<file path="config.mk">
export PLATFORM = sky130hd
export DESIGN_NAME = trc_datapath
export DESIGN_NICKNAME = d
export VERILOG_FILES = /design/src/rtl/trc_pkg.sv /design/src/rtl/trc_sync.sv /design/src/rtl/trc_datapath.sv
export SDC_FILE = /design/constraint.sdc
export NUM_CORES = 1
export LEC_CHECK = 0
export BUFFER_PORTS_ARGS = -buffer_cell sky130_fd_sc_hd__buf_4
export CAP_MARGIN = 20
export CELL_PAD_IN_SITES_DETAIL_PLACEMENT = 0
export CELL_PAD_IN_SITES_GLOBAL_PLACEMENT = 1
export CORE_AREA = 10 10 105 60
export CTS_BUF_LIST = sky130_fd_sc_hd__clkbuf_8
export DETAILED_ROUTE_END_ITERATION = 6
export DIE_AREA = 0 0 115 70
export PLACE_DENSITY_LB_ADDON = 0.05
export SETUP_SLACK_MARGIN = 0.4
export SYNTH_ARGS = -nofsm -noshare
export SYNTH_HDL_FRONTEND = slang
export SYNTH_SLANG_ARGS = --single-unit
</file>
<file path="constraint.sdc">
create_clock -name clk -period 1.05 [get_ports clk]
set_input_delay 0.0525 -clock clk [delete_from_list [all_inputs] [get_ports clk]]
set_output_delay 0.0525 -clock clk [all_outputs]
set_load 0.01 [all_outputs]
</file>
<file path="src/rtl/trc_pkg.sv">
package trc_pkg;

  // indexes of the asynchronous pins inside the synchroniser bank
  localparam int IDX_LOCK = 0;
  localparam int IDX_MF   = 1;
  localparam int IDX_RTC  = 2;
  localparam int N_ASYNC  = 3;

  // strobes from control into datapath
  typedef struct packed {
    logic cntClear;
    logic cntInc;
  } dpCtrl_t;

  // status from datapath back to control
  typedef struct packed {
    logic hwRstInt;
    logic lockSync;
    logic mfSync;
    logic rtcPinSync;
    logic cntDone;
  } dpStat_t;

  typedef enum logic [0:0] {
    ST_BOOT = 1'b0,
    ST_RUN  = 1'b1
  } ctrlState_t;

endpackage

</file>
<file path="src/rtl/trc_sync.sv">
module trc_sync #(
  parameter int   STAGES  = 2,
  parameter logic RST_VAL = 1'b0
) (
  input  logic clk,
  input  logic rstN,
  input  logic d,
  output logic q
);

  logic [STAGES-1:0] chain;

  always_ff @(posedge clk or negedge rstN) begin
    if (!rstN) begin
      chain <= {STAGES{RST_VAL}};
    end else begin
      chain <= {chain[STAGES-2:0], d};
    end
  end

  assign q = chain[STAGES-1];

endmodule

</file>
<file path="src/rtl/trc_datapath.sv">
module trc_datapath
  import trc_pkg::*;
#(
  parameter int SYNC_STAGES = 2,
  parameter int LOCK_TARGET = 1000000,
  localparam int CNT_W = $clog2(LOCK_TARGET + 1)
) (
  input  logic    clk,
  input  logic    hwRstN,
  input  logic    pllLock,
  input  logic    mfEnable,
  input  logic    rtcRstPin,
  input  dpCtrl_t ctrl,
  output dpStat_t stat
);

  localparam logic [CNT_W-1:0] TGT = CNT_W'(LOCK_TARGET);

  logic               hwRstInt;
  logic [N_ASYNC-1:0] asyncIn;
  logic [N_ASYNC-1:0] syncOut;
  logic [CNT_W-1:0]   lockCnt;

  // reset: asynchronous assert, synchronised release
  trc_sync #(.STAGES(SYNC_STAGES), .RST_VAL(1'b1)) u_rstSync (
    .clk (clk),
    .rstN(hwRstN),
    .d   (1'b0),
    .q   (hwRstInt)
  );

  assign asyncIn[IDX_LOCK] = pllLock;
  assign asyncIn[IDX_MF]   = mfEnable;
  assign asyncIn[IDX_RTC]  = rtcRstPin;

  for (genvar i = 0; i < N_ASYNC; i++) begin : g_pinSync
    trc_sync #(.STAGES(SYNC_STAGES), .RST_VAL(1'b0)) u_sync (
      .clk (clk),
      .rstN(hwRstN),
      .d   (asyncIn[i]),
      .q   (syncOut[i])
    );
  end

  // lock settling counter, saturating at the target
  always_ff @(posedge clk or posedge hwRstInt) begin
    if (hwRstInt) begin
      lockCnt <= '0;
    end else if (ctrl.cntClear) begin
      lockCnt <= '0;
    end else if (ctrl.cntInc) begin
      lockCnt <= lockCnt + 1'b1;
    end
  end

  assign stat.hwRstInt   = hwRstInt;
  assign stat.lockSync   = syncOut[IDX_LOCK];
  assign stat.mfSync     = syncOut[IDX_MF];
  assign stat.rtcPinSync = syncOut[IDX_RTC];
  assign stat.cntDone    = (lockCnt == TGT);

endmodule

</file>
==> summary.md, run 1 <==
| Metric | Value |
|---|---|
| Clk buf depth | `2` |
| M1 GR Usage | `12.14%` |
| Critical Path Most Common Cell | `or4_4` |
| CTS root buf | `clkbuf_8` |
| Max incr delay on CP | `550 ps` |
| CTS sink cnt | `28` |
| Routed wire per std cell | `14.27 um` |
| Final Hold Viols | `0` |
| Met2 Track Usage GR | `11.63%` |
| Setup TNS | `-8277 ps` |
| Storage element area | `703.2 um^2` |
| PortBufs | `11` |
| Setup crit start kind | `register` |
| Clock Skew | `4.458 ps` |
| Clock latency on the worst-skew pair | `280 ps` |
| Global-route wire length before repair | `5492 um` |
| #FFs+latches synth | `28` |
| Gr usage total | `8.355%` |
| Outcome | `finished with violations` |
| IO Pins | `12` |
| Max-cap violations | `0` |
| Largest net degree at the start of global routing | `21` |
| Grt ovf | `0` |
| Die W | `115 um` |
| Tmin final | `1717 ps` |
| Starting Density | `28.02%` |
| Layout cells sized above 1 | `55.49%` |
| Full die area | `0.008050 mm^2` |
| Final RePlAce weighted congestion | `0.7671` |
| Hpwl dp | `2411 um` |
| Syn Inst Count | `127` |
| CTS tree | `done` |
| TritonCTS buffer count | `3` |
| Fin crit share | `163.5%` |
| Number of global-route vias before repair | `1,088` |
| Grt met3 use | `2.387%` |
| Final setup violation count | `20` |
| Core Box Area | `0.004639 mm^2` |
| Post-Syn Nets | `136` |
| Crit end category | `register` |
| WP data required | `1260 ps` |
| CP delay by family, top | `simple AND/OR/NAND/NOR gates` |
| Synth Cell Area | `0.001300 mm^2` |
| TritonRoute pass-1 iters | `4` |
| Yosys warnings | `0` |
| Seq/Total Area, Yosys | `54.09%` |
| Final nets | `192` |
| Failing checks | `setup timing` |
| Leakage power of the design | `0.9634 nW` |
| Crit Path Category | `reg -> reg` |
| Arr. time, crit path | `1930 ps` |
| Post-Syn Area per Cell | `10.24 um^2` |
| Unique masters post-synth | `31` |
| Number of vias per cell | `4.550` |
| Slew Limit Fails | `0` |
| CTS H-tree depth | `1` |
| Critical-path top delay cell | `or4_4` |
| RSZ-0062 raised after global routing | `true` |
| Busiest layer in global routing | `met1` |
| Filler cells | `441` |
| Row cnt | `18` |
| Area of the multi-input gates | `753.2 um^2` |
| Via count | `1,101` |
| Critical Path Fanout Max | `6` |
| DIE HEIGHT | `70 um` |
| Class of the worst hold path | `in -> async` |
| DRC violations left | `0` |
| # diodes | `0` |
| Post-route worst setup slack | `-666.7 ps` |
| Final Util | `46.74%` |
| Clock transition at the registers of the reported paths | `100 ps` |
| Initial antenna violation count | `0` |
| Final wirelength | `3454 um` |
| Cell area power density | `1022 mW/mm^2` |
| Crit path buf inv count | `0` |
| Fmax | `582.5 MHz` |
| Post-DRT Antenna Nets | `0` |
| Initial DRC count | `52` |
| Area Overhead vs Synth | `66.80%` |
| Worst IR Drop VDD | `0.7827 mV` |
| Crit-path cells | `nand4_1 > or4_4 > or4_4 > a21oi_2` |
==> final cells by class <==
| cell class | instances | share of cell area, % |
|---|---|---|
| multi-input combinational | 84 | 34.74 |
| inverter | 7 | 1.616 |
| timing repair inverter | 1 | 0.3462 |
| clock buffer | 3 | 1.904 |
| clock inverter | 1 | 1.385 |
| tap | 60 | 3.462 |
| timing repair buffer | 58 | 24.12 |
| sequential | 28 | 32.43 |
==> layout by cell type (no fill, tap or decap), types with 2 or more instances in the layout <==
master         count
nand2_2            2
nand3_1            4
nor4_4             3
or3_1              3
xnor2_1            7
xnor2_2            2
nor2_1            12
buf_4             38
a21oi_2            8
buf_12             2
or4_4              4
clkbuf_8           3
inv_1              4
clkinvlp_4         2
dfstp_2            2
nand2_1            3
o21ai_0            7
nor3_4             4
nand4_1            3
or3_4              4
inv_4              2
dlygate4sd3_1      4
buf_6             14
dfrtp_1           26
==> synth_stat cells <==
library cell	number	area share, %
a21oi_1	9	3.5
a31o_2	1	0.67
and4_1	1	0.67
buf_2	1	0.38
buf_4	4	2.3
clkbuf_1	3	0.87
conb_1	1	0.29
dfrtp_1	26	50
dfstp_2	2	4.0
ha_1	2	1.9
inv_1	7	2.0
mux2i_1	1	0.77
nand2_1	6	1.7
nand2b_1	1	0.48
nand3_1	4	1.5
nand3_2	1	0.77
nand4_1	3	1.4
nand4b_1	1	0.67
nor2_1	13	3.8
nor3_1	4	1.5
nor4_1	4	1.9
nor4b_1	1	0.67
o211ai_4	1	1.6
o21ai_0	7	2.7
o21ai_1	1	0.38
o31ai_1	1	0.58
or3_1	7	3.4
or4_1	3	1.7
or4_4	1	0.87
xnor2_1	9	6.1
xor2_1	1	0.67
==> through the flow <==
step	hold slack, ps	setup WS (ps)	instance area, um^2	power [W]	std cells
CTS	109.1	-696.7	2042	0.002220	239
floorplan	-243.1	-656.6	1343	0.001216	127
detailed placement	-126.6	-702.1	1725	0.001299	227
global route	119.5	-742.7	2168	0.002304	242
finish	107.2	-666.7	2168	0.002217	242
global placement	-129.5	-709.8	1725	0.001299	227
==> layer usage <==
layer | part of all wire (%) | up-vias | wire, um
met2 | 42 | 13 | 1446
met3 | 3.4 | 4 | 117
li1 | - | 546 | -
met4 | 1.5 | 0 | 51
met5 | 0 | - | 0
met1 | 53 | 538 | 1838
==> what timing repair did <==
action,CTS,global route
setup buffers,4,2
hold buffers,4,0
setup endpoints to repair,25,45
gates resized for setup,37,25
hold endpoints to repair,11,0
pin swaps,11,11
cloned,0,1
==> report_power, final <==
part / leakage (nW) / switching (W) / internal (W)
Clock: 0.0357 / 0.000359 / 0.000511
Combinational: 0.559 / 0.000111 / 0.000117
Sequential: 0.369 / 0.0000136 / 0.00110
==> sequential cells by signal, summed over array words and instances, names as in the netlist <==
name                    flops
lockCnt                    20
g_pinSync.u_sync.chain      6
u_rstSync.chain             2
==> cell families (layout without fill, tap and decap cells) <==
group | count (synthesis) | in the layout | share of synthesized area (%)
multiplexers | 1 | 1 | 0.7700
AND/OR/NAND/NOR | 50 | 50 | 21.17
other | 1 | 1 | 0.2885
adder cells (fa/ha/maj) | 2 | 2 | 1.925
AO/OA/AOI/OAI | 20 | 20 | 9.432
XOR/XNOR | 10 | 10 | 6.738
flip-flops | 28 | 28 | 54.09
buffers and inverters | 15 | 70 | 5.582
==> final timing paths <==
kind                               startpoint                           end  slack, ps  cells after the start
min                                    hwRstN  g_pinSync[1].u_sync.chain[1]        110                      2
min reg2reg                u_rstSync.chain[1]                    lockCnt[5]        320                      2
max reg2reg                        lockCnt[5]                   lockCnt[19]       -670                      4
max                                lockCnt[5]                   lockCnt[19]       -670                      4
min in group clk                      ctrl[1]                    lockCnt[5]        130                      3
max in group asynchronous  u_rstSync.chain[1]                    lockCnt[8]        530                      2
Note: power is estimated with default switching activity, not from simulation.
==> inputs of run 2 (changes only) <==
REMOVE_ABC_BUFFERS = 1   (was unset)
==> run 2 against run 1 <==
  * The run still ends with setup timing left
  * Hold slack improved by 18 ps
  * Setup slack lost 140 ps
  * Sequential share of layout area down 0.78 points
  * Register-to-register slack worse by 140 ps
  * Final cell count is 2.9% higher
  * Critical endpoint is now lockCnt[13]
  * Largest cell class unchanged
  * Largest power group unchanged
  * Highest routed layer unchanged
==> summary.md, run 2 (synthesis gave the netlist of run 1 again) <==
| Metric | Value |
|---|---|
| Leakage power of the design | `0.9968 nW (+3.5%)` |
| Largest net degree at the start of global routing | `21 (unchanged)` |
| Number of vias per cell | `4.631 (+1.8%)` |
| Critical Path Fanout Max | `3 (-3)` |
| Layout cells sized above 1 | `54.50% (-1.0 points)` |
| Post-DRT Antenna Nets | `0 (unchanged)` |
| Final setup violation count | `21 (+5.0%)` |
| R2r startpoint | `lockCnt[0]` |
| Gr usage total | `9.416% (+1.1 points)` |
| Number of global-route vias before repair | `1,166 (+7.2%)` |
| Final Hold Viols | `0 (unchanged)` |
| Fin crit share | `176.4% (+13 points)` |
| Worst Reg-to-Reg Cells | `6 (+2)` |
| Clock Skew | `5.478 ps (+1.020 ps)` |
| Outcome | `finished with violations` |
| Max-cap violations | `0 (unchanged)` |
| Initial antenna violation count | `0 (unchanged)` |
| Starting Density | `28.02% (unchanged)` |
| Setup TNS | `-10,370 ps (-2096 ps)` |
| DRC violations left | `0 (unchanged)` |
| Post-route worst setup slack | `-801.7 ps (-135.0 ps)` |
| CTS tree | `done` |
| RSZ-0062 raised after global routing | `true` |
| Most frequent cells in the layout | `buf_4 (35), buf_6 (26), dfrtp_1 (25)` |
| # diodes | `0 (unchanged)` |
| Final wirelength | `3798 um (+10%)` |
| Failing checks | `setup timing` |
| Crit end category | `register` |
| R2r setup slk | `-800 ps (-140 ps)` |
| Arr. time, crit path | `2060 ps (+130 ps)` |
| CTS sink cnt | `28 (unchanged)` |
| WP data required | `1260 ps (about the same)` |
| Setup crit start kind | `register` |
| Largest Register | `lockCnt` |
| Hpwl dp | `2513 um (+4.3%)` |
| Hold Slack | `125.6 ps (+18.43 ps)` |
| Slew Limit Fails | `0 (unchanged)` |
| CTS root buf | `clkbuf_8` |
| Number of flip-flops in the largest register | `20 (unchanged)` |
| Die W | `115 um (unchanged)` |
| Commonest non-fill, non-tap cell in the layout | `buf_4` |
| Tmin final | `1852 ps (+135.0 ps)` |
| Cell area power density | `893.8 mW/mm^2 (-13%)` |
| Final RePlAce weighted congestion | `0.7406 (-3.5%)` |
| Worst IR Drop VDD | `0.3957 mV (-49%)` |
| Clock transition at the registers of the reported paths | `100 ps (about the same)` |
| Area Overhead vs Synth | `71.22%` |
| Row cnt | `18 (unchanged)` |
| Full die area | `0.008050 mm^2 (unchanged)` |
| Worst r2r dst | `lockCnt[13]` |
| IO Pins | `12 (unchanged)` |
| Fmax | `540.0 MHz (-7.3%)` |
| Via count | `1,153 (+4.7%)` |
| Routed wire per std cell | `15.25 um (+6.9%)` |
| Post-DP Area | `0.001697 mm^2 (-1.7%)` |
| TritonCTS buffer count | `3 (unchanged)` |
| Core Box Area | `0.004639 mm^2 (unchanged)` |
| CTS H-tree depth | `1 (unchanged)` |
| Final nets | `199 (+3.6%)` |
| Initial DRC count | `37 (-29%)` |
| Crit Path Category | `reg -> reg` |
| Design Area, Final | `0.002226 mm^2 (+2.7%)` |
| Top flop regs | `lockCnt (20), g_pinSync.u_sync.chain (6), u_rstSync.chain (2)` |
| Grt ovf | `0 (unchanged)` |
| PortBufs | `11 (unchanged)` |
| Filler cells | `438 (-0.68%)` |
| DIE HEIGHT | `70 um (unchanged)` |
| Clock latency on the worst-skew pair | `280 ps (about the same)` |
| TritonRoute pass-1 iters | `4 (unchanged)` |
| Global-route wire length before repair | `6147 um (+12%)` |
| Clk buf depth | `2 (unchanged)` |
| Class of the worst hold path | `in -> async` |
run 2: changes by cell type in the layout (fill, tap and decap cells not counted), moves of 2 or more:
cell and delta:
a21oi_1 +3, xnor2_2 +2, buf_4 -3, clkinvlp_4 -2, buf_12 -2, inv_1 +2, xnor2_1 -2, a21oi_2 -3
buf_6 +12
run 2: metal layers:
| layer | routed length [um] | up-vias | global-route usage (%) |
|---|---|---|---|
| li1 | - | 563 | - |
| met1 | 2030 | 576 | 13.89 |
| met2 | 1654 | 10 | 13.43 |
| met3 | 91 | 4 | 2.558 |
| met4 | 21 | 0 | 1.230 |
| met5 | 0 | - | 0 |
run 2: worst max-delay path by stage:
stage | start | to
floorplan | lockCnt[0] | lockCnt[14]
global placement | lockCnt[1] | lockCnt[14]
detailed placement | lockCnt[1] | lockCnt[18]
CTS | lockCnt[1] | lockCnt[19]
global route | lockCnt[0] | lockCnt[13]
finish | lockCnt[0] | lockCnt[13]
run 2: through the flow:
stage / instances / total power (W) / utilization (%) / setup slack (ps)
floorplan: 119 / 0.001185 / - / -813.1
global placement: 228 / 0.001296 / 36.57 / -905.6
detailed placement: 228 / 0.001299 / 36.57 / -906.0
CTS: 241 / 0.001970 / 42.93 / -818.8
global route: 249 / 0.002083 / 47.98 / -872.6
finish: 249 / 0.001989 / 47.98 / -801.7
run 2: critical path, cell delays in order, from the launching register on:
cell,delay (ps)
dfrtp_1,420
buf_6,140
o211ai_4,80
or4_4,540
buf_6,140
or3_4,360
a21oi_2,110
run 2: area by class of cell:
class | count | area (um^2) | area share (%)
inverters | 7 | 31.28 | 1.405
multi-input cells | 84 | 759.5 | 34.12
flip-flops and latches | 28 | 704.4 | 31.65
clock buffers | 3 | 41.29 | 1.855
well taps | 60 | 75.07 | 3.373
repair buffers | 66 | 610.6 | 27.43
clock inverters | 1 | 3.754 | 0.1686
run 2: power breakdown:
part	switching (W)	total, W	internal (W)
Clock	0.000338	0.000601	0.000263
Combinational	0.000119	0.000266	0.000147
Sequential	0.0000174	0.00112	0.00110
run 2: what timing repair did:
item	CTS	global route
setup buffers	5	8
hold endpoints to repair	11	0
pin swaps	22	25
gates resized for setup	36	38
hold buffers	4	0
endpoints found under the setup margin	25	25
==> inputs of run 3 (changes only) <==
BUFFER_PORTS_ARGS = unset   (was -buffer_cell sky130_fd_sc_hd__buf_4)
DONT_BUFFER_PORTS = 1   (was unset)
==> run 3 against run 2 <==
  * The flow finishes with violations (hold timing, setup timing)
  * Largest cell class unchanged
  * Largest power group unchanged
  * Clock skew barely moved
  * Design area shrank 9.1%
  * Register-to-register slack is essentially flat
  * Setup slack got worse by 11 ps
==> summary.md, run 3 (synthesis gave the netlist of run 1 again) <==
| Metric | Value |
|---|---|
| Outcome | `finished with violations` |
| Failing checks | `hold timing, setup timing` |
| Max-cap violations | `0 (unchanged)` |
| Number of flip-flops in the largest register | `20 (unchanged)` |
| Storage element area | `705.7 um^2 (+0.18%)` |
| Number of vias per cell | `4.618 (-0.27%)` |
| Post-DRT Antenna Nets | `0 (unchanged)` |
| Final wirelength | `3662 um (-3.6%)` |
| Routed wire per std cell | `15.72 um (+3.0%)` |
| RSZ-0062 raised after global routing | `true` |
| Number of global-route vias before repair | `1,133 (-2.8%)` |
| Tot Pwr | `0.001942 W (-2.4%)` |
| DRC violations left | `0 (unchanged)` |
| Switching fraction of total power | `21.64% (-2.2 points)` |
| DIE HEIGHT | `70 um (unchanged)` |
| Max incr delay on CP | `560 ps (+20 ps)` |
| Grt ovf | `0 (unchanged)` |
| Sequential Power Share | `58.0% (+1.6 points)` |
| Hpwl dp | `2312 um (-8.0%)` |
| NetSw | `0.0004201 W (-12%)` |
| Clock latency on the worst-skew pair | `270 ps (about the same)` |
| Area of the multi-input gates | `716.9 um^2 (-5.6%)` |
| Largest net degree at the start of global routing | `24 (+14%)` |
| Post-route worst setup slack | `-813.2 ps (-11.48 ps)` |
| Hold Slack | `-175.9 ps (-301.6 ps)` |
| IO Pins | `12 (unchanged)` |
| Critical-path top delay cell | `or4_4` |
| Hold_buf cts | `4 (unchanged)` |
| Most frequent cells in the layout | `buf_4 (31), dfrtp_1 (24), buf_6 (15)` |
| CTS tree | `done` |
| Clock transition at the registers of the reported paths | `100 ps (about the same)` |
| Core Box Area | `0.004639 mm^2 (unchanged)` |
| Post-DP Area | `0.001569 mm^2 (-7.5%)` |
| Worst IR Drop VDD | `0.5404 mV (+37%)` |
| Combinational share of power | `7.6% (-5.8 points)` |
| Critical Path Fanout Max | `8 (+5)` |
| Global-route wire length before repair | `6120 um (-0.44%)` |
| Area Overhead vs Synth | `55.63%` |
| Final Hold Viols | `19 (+19)` |
| Row cnt | `18 (unchanged)` |
| Starting Density | `28.02% (unchanged)` |
| CTS root buf | `clkbuf_8` |
| # diodes | `0 (unchanged)` |
| Final RePlAce weighted congestion | `0.7747 (+4.6%)` |
| Gr usage total | `9.494% (+0.077 points)` |
| Tmin final | `1863 ps (+11.48 ps)` |
| Class of the worst hold path | `in -> reg` |
| Fmax | `536.7 MHz (-0.62%)` |
| Final nets | `183 (-8.0%)` |
| CTS sink cnt | `28 (unchanged)` |
| Leakage power of the design | `0.9014 nW (-9.6%)` |
| Setup crit start kind | `register` |
| Filler cells | `454 (+3.7%)` |
| TritonCTS buffer count | `3 (unchanged)` |
| CP delay by family, top | `simple AND/OR/NAND/NOR gates` |
| Layout cells sized above 1 | `48.55% (-5.9 points)` |
| Arr. time, crit path | `2070 ps (about the same)` |
| R2r setup slk | `-810 ps (about the same)` |
| Crit path buf inv count | `1 (-1)` |
| WP data required | `1260 ps (about the same)` |
| Cell area power density | `959.7 mW/mm^2 (+7.4%)` |
| Top flop regs | `lockCnt (20), g_pinSync.u_sync.chain (6), u_rstSync.chain (2)` |
| Full die area | `0.008050 mm^2 (unchanged)` |
| Slew Limit Fails | `0 (unchanged)` |
| Initial antenna violation count | `0 (unchanged)` |
| Largest Register | `lockCnt` |
| Crit-path cells | `nand4_1 > buf_4 > or4_4 > or3_1 > a21oi_1` |
| Crit end category | `register` |
| Clk buf depth | `2 (unchanged)` |
| Clock Skew | `5.366 ps (-0.1117 ps)` |
| TritonRoute pass-1 iters | `4 (unchanged)` |
| Final setup violation count | `21 (unchanged)` |
| Clock power share | `34.4% (+4.2 points)` |
| Int Pwr | `0.001522 W (+0.47%)` |
| Design Area, Final | `0.002023 mm^2 (-9.1%)` |
| Crit Path Category | `reg -> reg` |
| Via count | `1,076 (-6.7%)` |
| Initial DRC count | `62 (+68%)` |
| Commonest non-fill, non-tap cell in the layout | `buf_4` |
| Fin crit share | `177.4% (+1.1 points)` |
| PortBufs | `0 (-11)` |
| Die W | `115 um (unchanged)` |
| CTS H-tree depth | `1 (unchanged)` |
run 3: changes by cell type in the layout (fill, tap and decap cells not counted), moves of 2 or more:
cell,before,now
buf_4,35,31
or3_1,4,6
buf_6,26,15
or3_4,3,1
run 3: metrics by stage:
stage,TNS (ps),setup WS (ps),hold slack [ps],instances,util (%)
2_1_floorplan,-6798,-813.1,-243.1,119,-
3_3_place_gp,-8706,-856.2,-242.8,211,33.82
3_5_place_dp,-8978,-909.4,-242.8,211,33.82
4_1_cts,-9686,-817.6,-187.7,228,41.48
5_1_grt,-11730,-923.6,-193.3,233,43.61
6_report,-9951,-813.2,-175.9,233,43.61
run 3: routing by layer:
layer	global-route usage (%)	wire [um]	up-vias
met1	14.47	2010	536
met4	2.186	25	0
met3	2.302	121	2
met2	12.75	1505	7
li1	-	-	531
met5	0	0	-
run 3: path summary, 6_finish.rpt:
| path | start | end | cells past startpoint |
|---|---|---|---|
| max in group asynchronous | u_rstSync.chain[1] | lockCnt[11] | 2 |
| min in group asynchronous | hwRstN | g_pinSync[1].u_sync.chain[0] | 1 |
| max reg2reg | lockCnt[8] | lockCnt[16] | 5 |
| min reg2reg | u_rstSync.chain[1] | lockCnt[5] | 2 |
| max | lockCnt[8] | lockCnt[16] | 5 |
| min | ctrl[1] | lockCnt[18] | 1 |
run 3: power by group through the flow:
| stage | registers (W) | clock network (W) | logic (W) |
|---|---|---|---|
| 2_1_floorplan | 0.00114 | 0 | 0.0000409 |
| 3_3_place_gp | 0.00114 | 0 | 0.0000740 |
| 3_5_place_dp | 0.00115 | 0 | 0.0000758 |
| 4_1_cts | 0.00113 | 0.000714 | 0.000131 |
| 5_1_grt | 0.00113 | 0.000749 | 0.000167 |
| 6_report | 0.00113 | 0.000667 | 0.000148 |
run 3: layout make-up:
class | instances | share of cell area, %
well taps | 60 | 3.711
multi-input cells | 84 | 35.44
inverters | 7 | 1.422
flip-flops and latches | 28 | 34.88
clock buffers | 4 | 2.721
repair buffers | 50 | 21.83
run 3: what timing repair did:
action	4_1_cts	5_1_grt
setup buffers	9	5
gates resized for setup	41	13
hold endpoints to repair	30	19
pin swaps	25	11
endpoints found under the setup margin	25	25
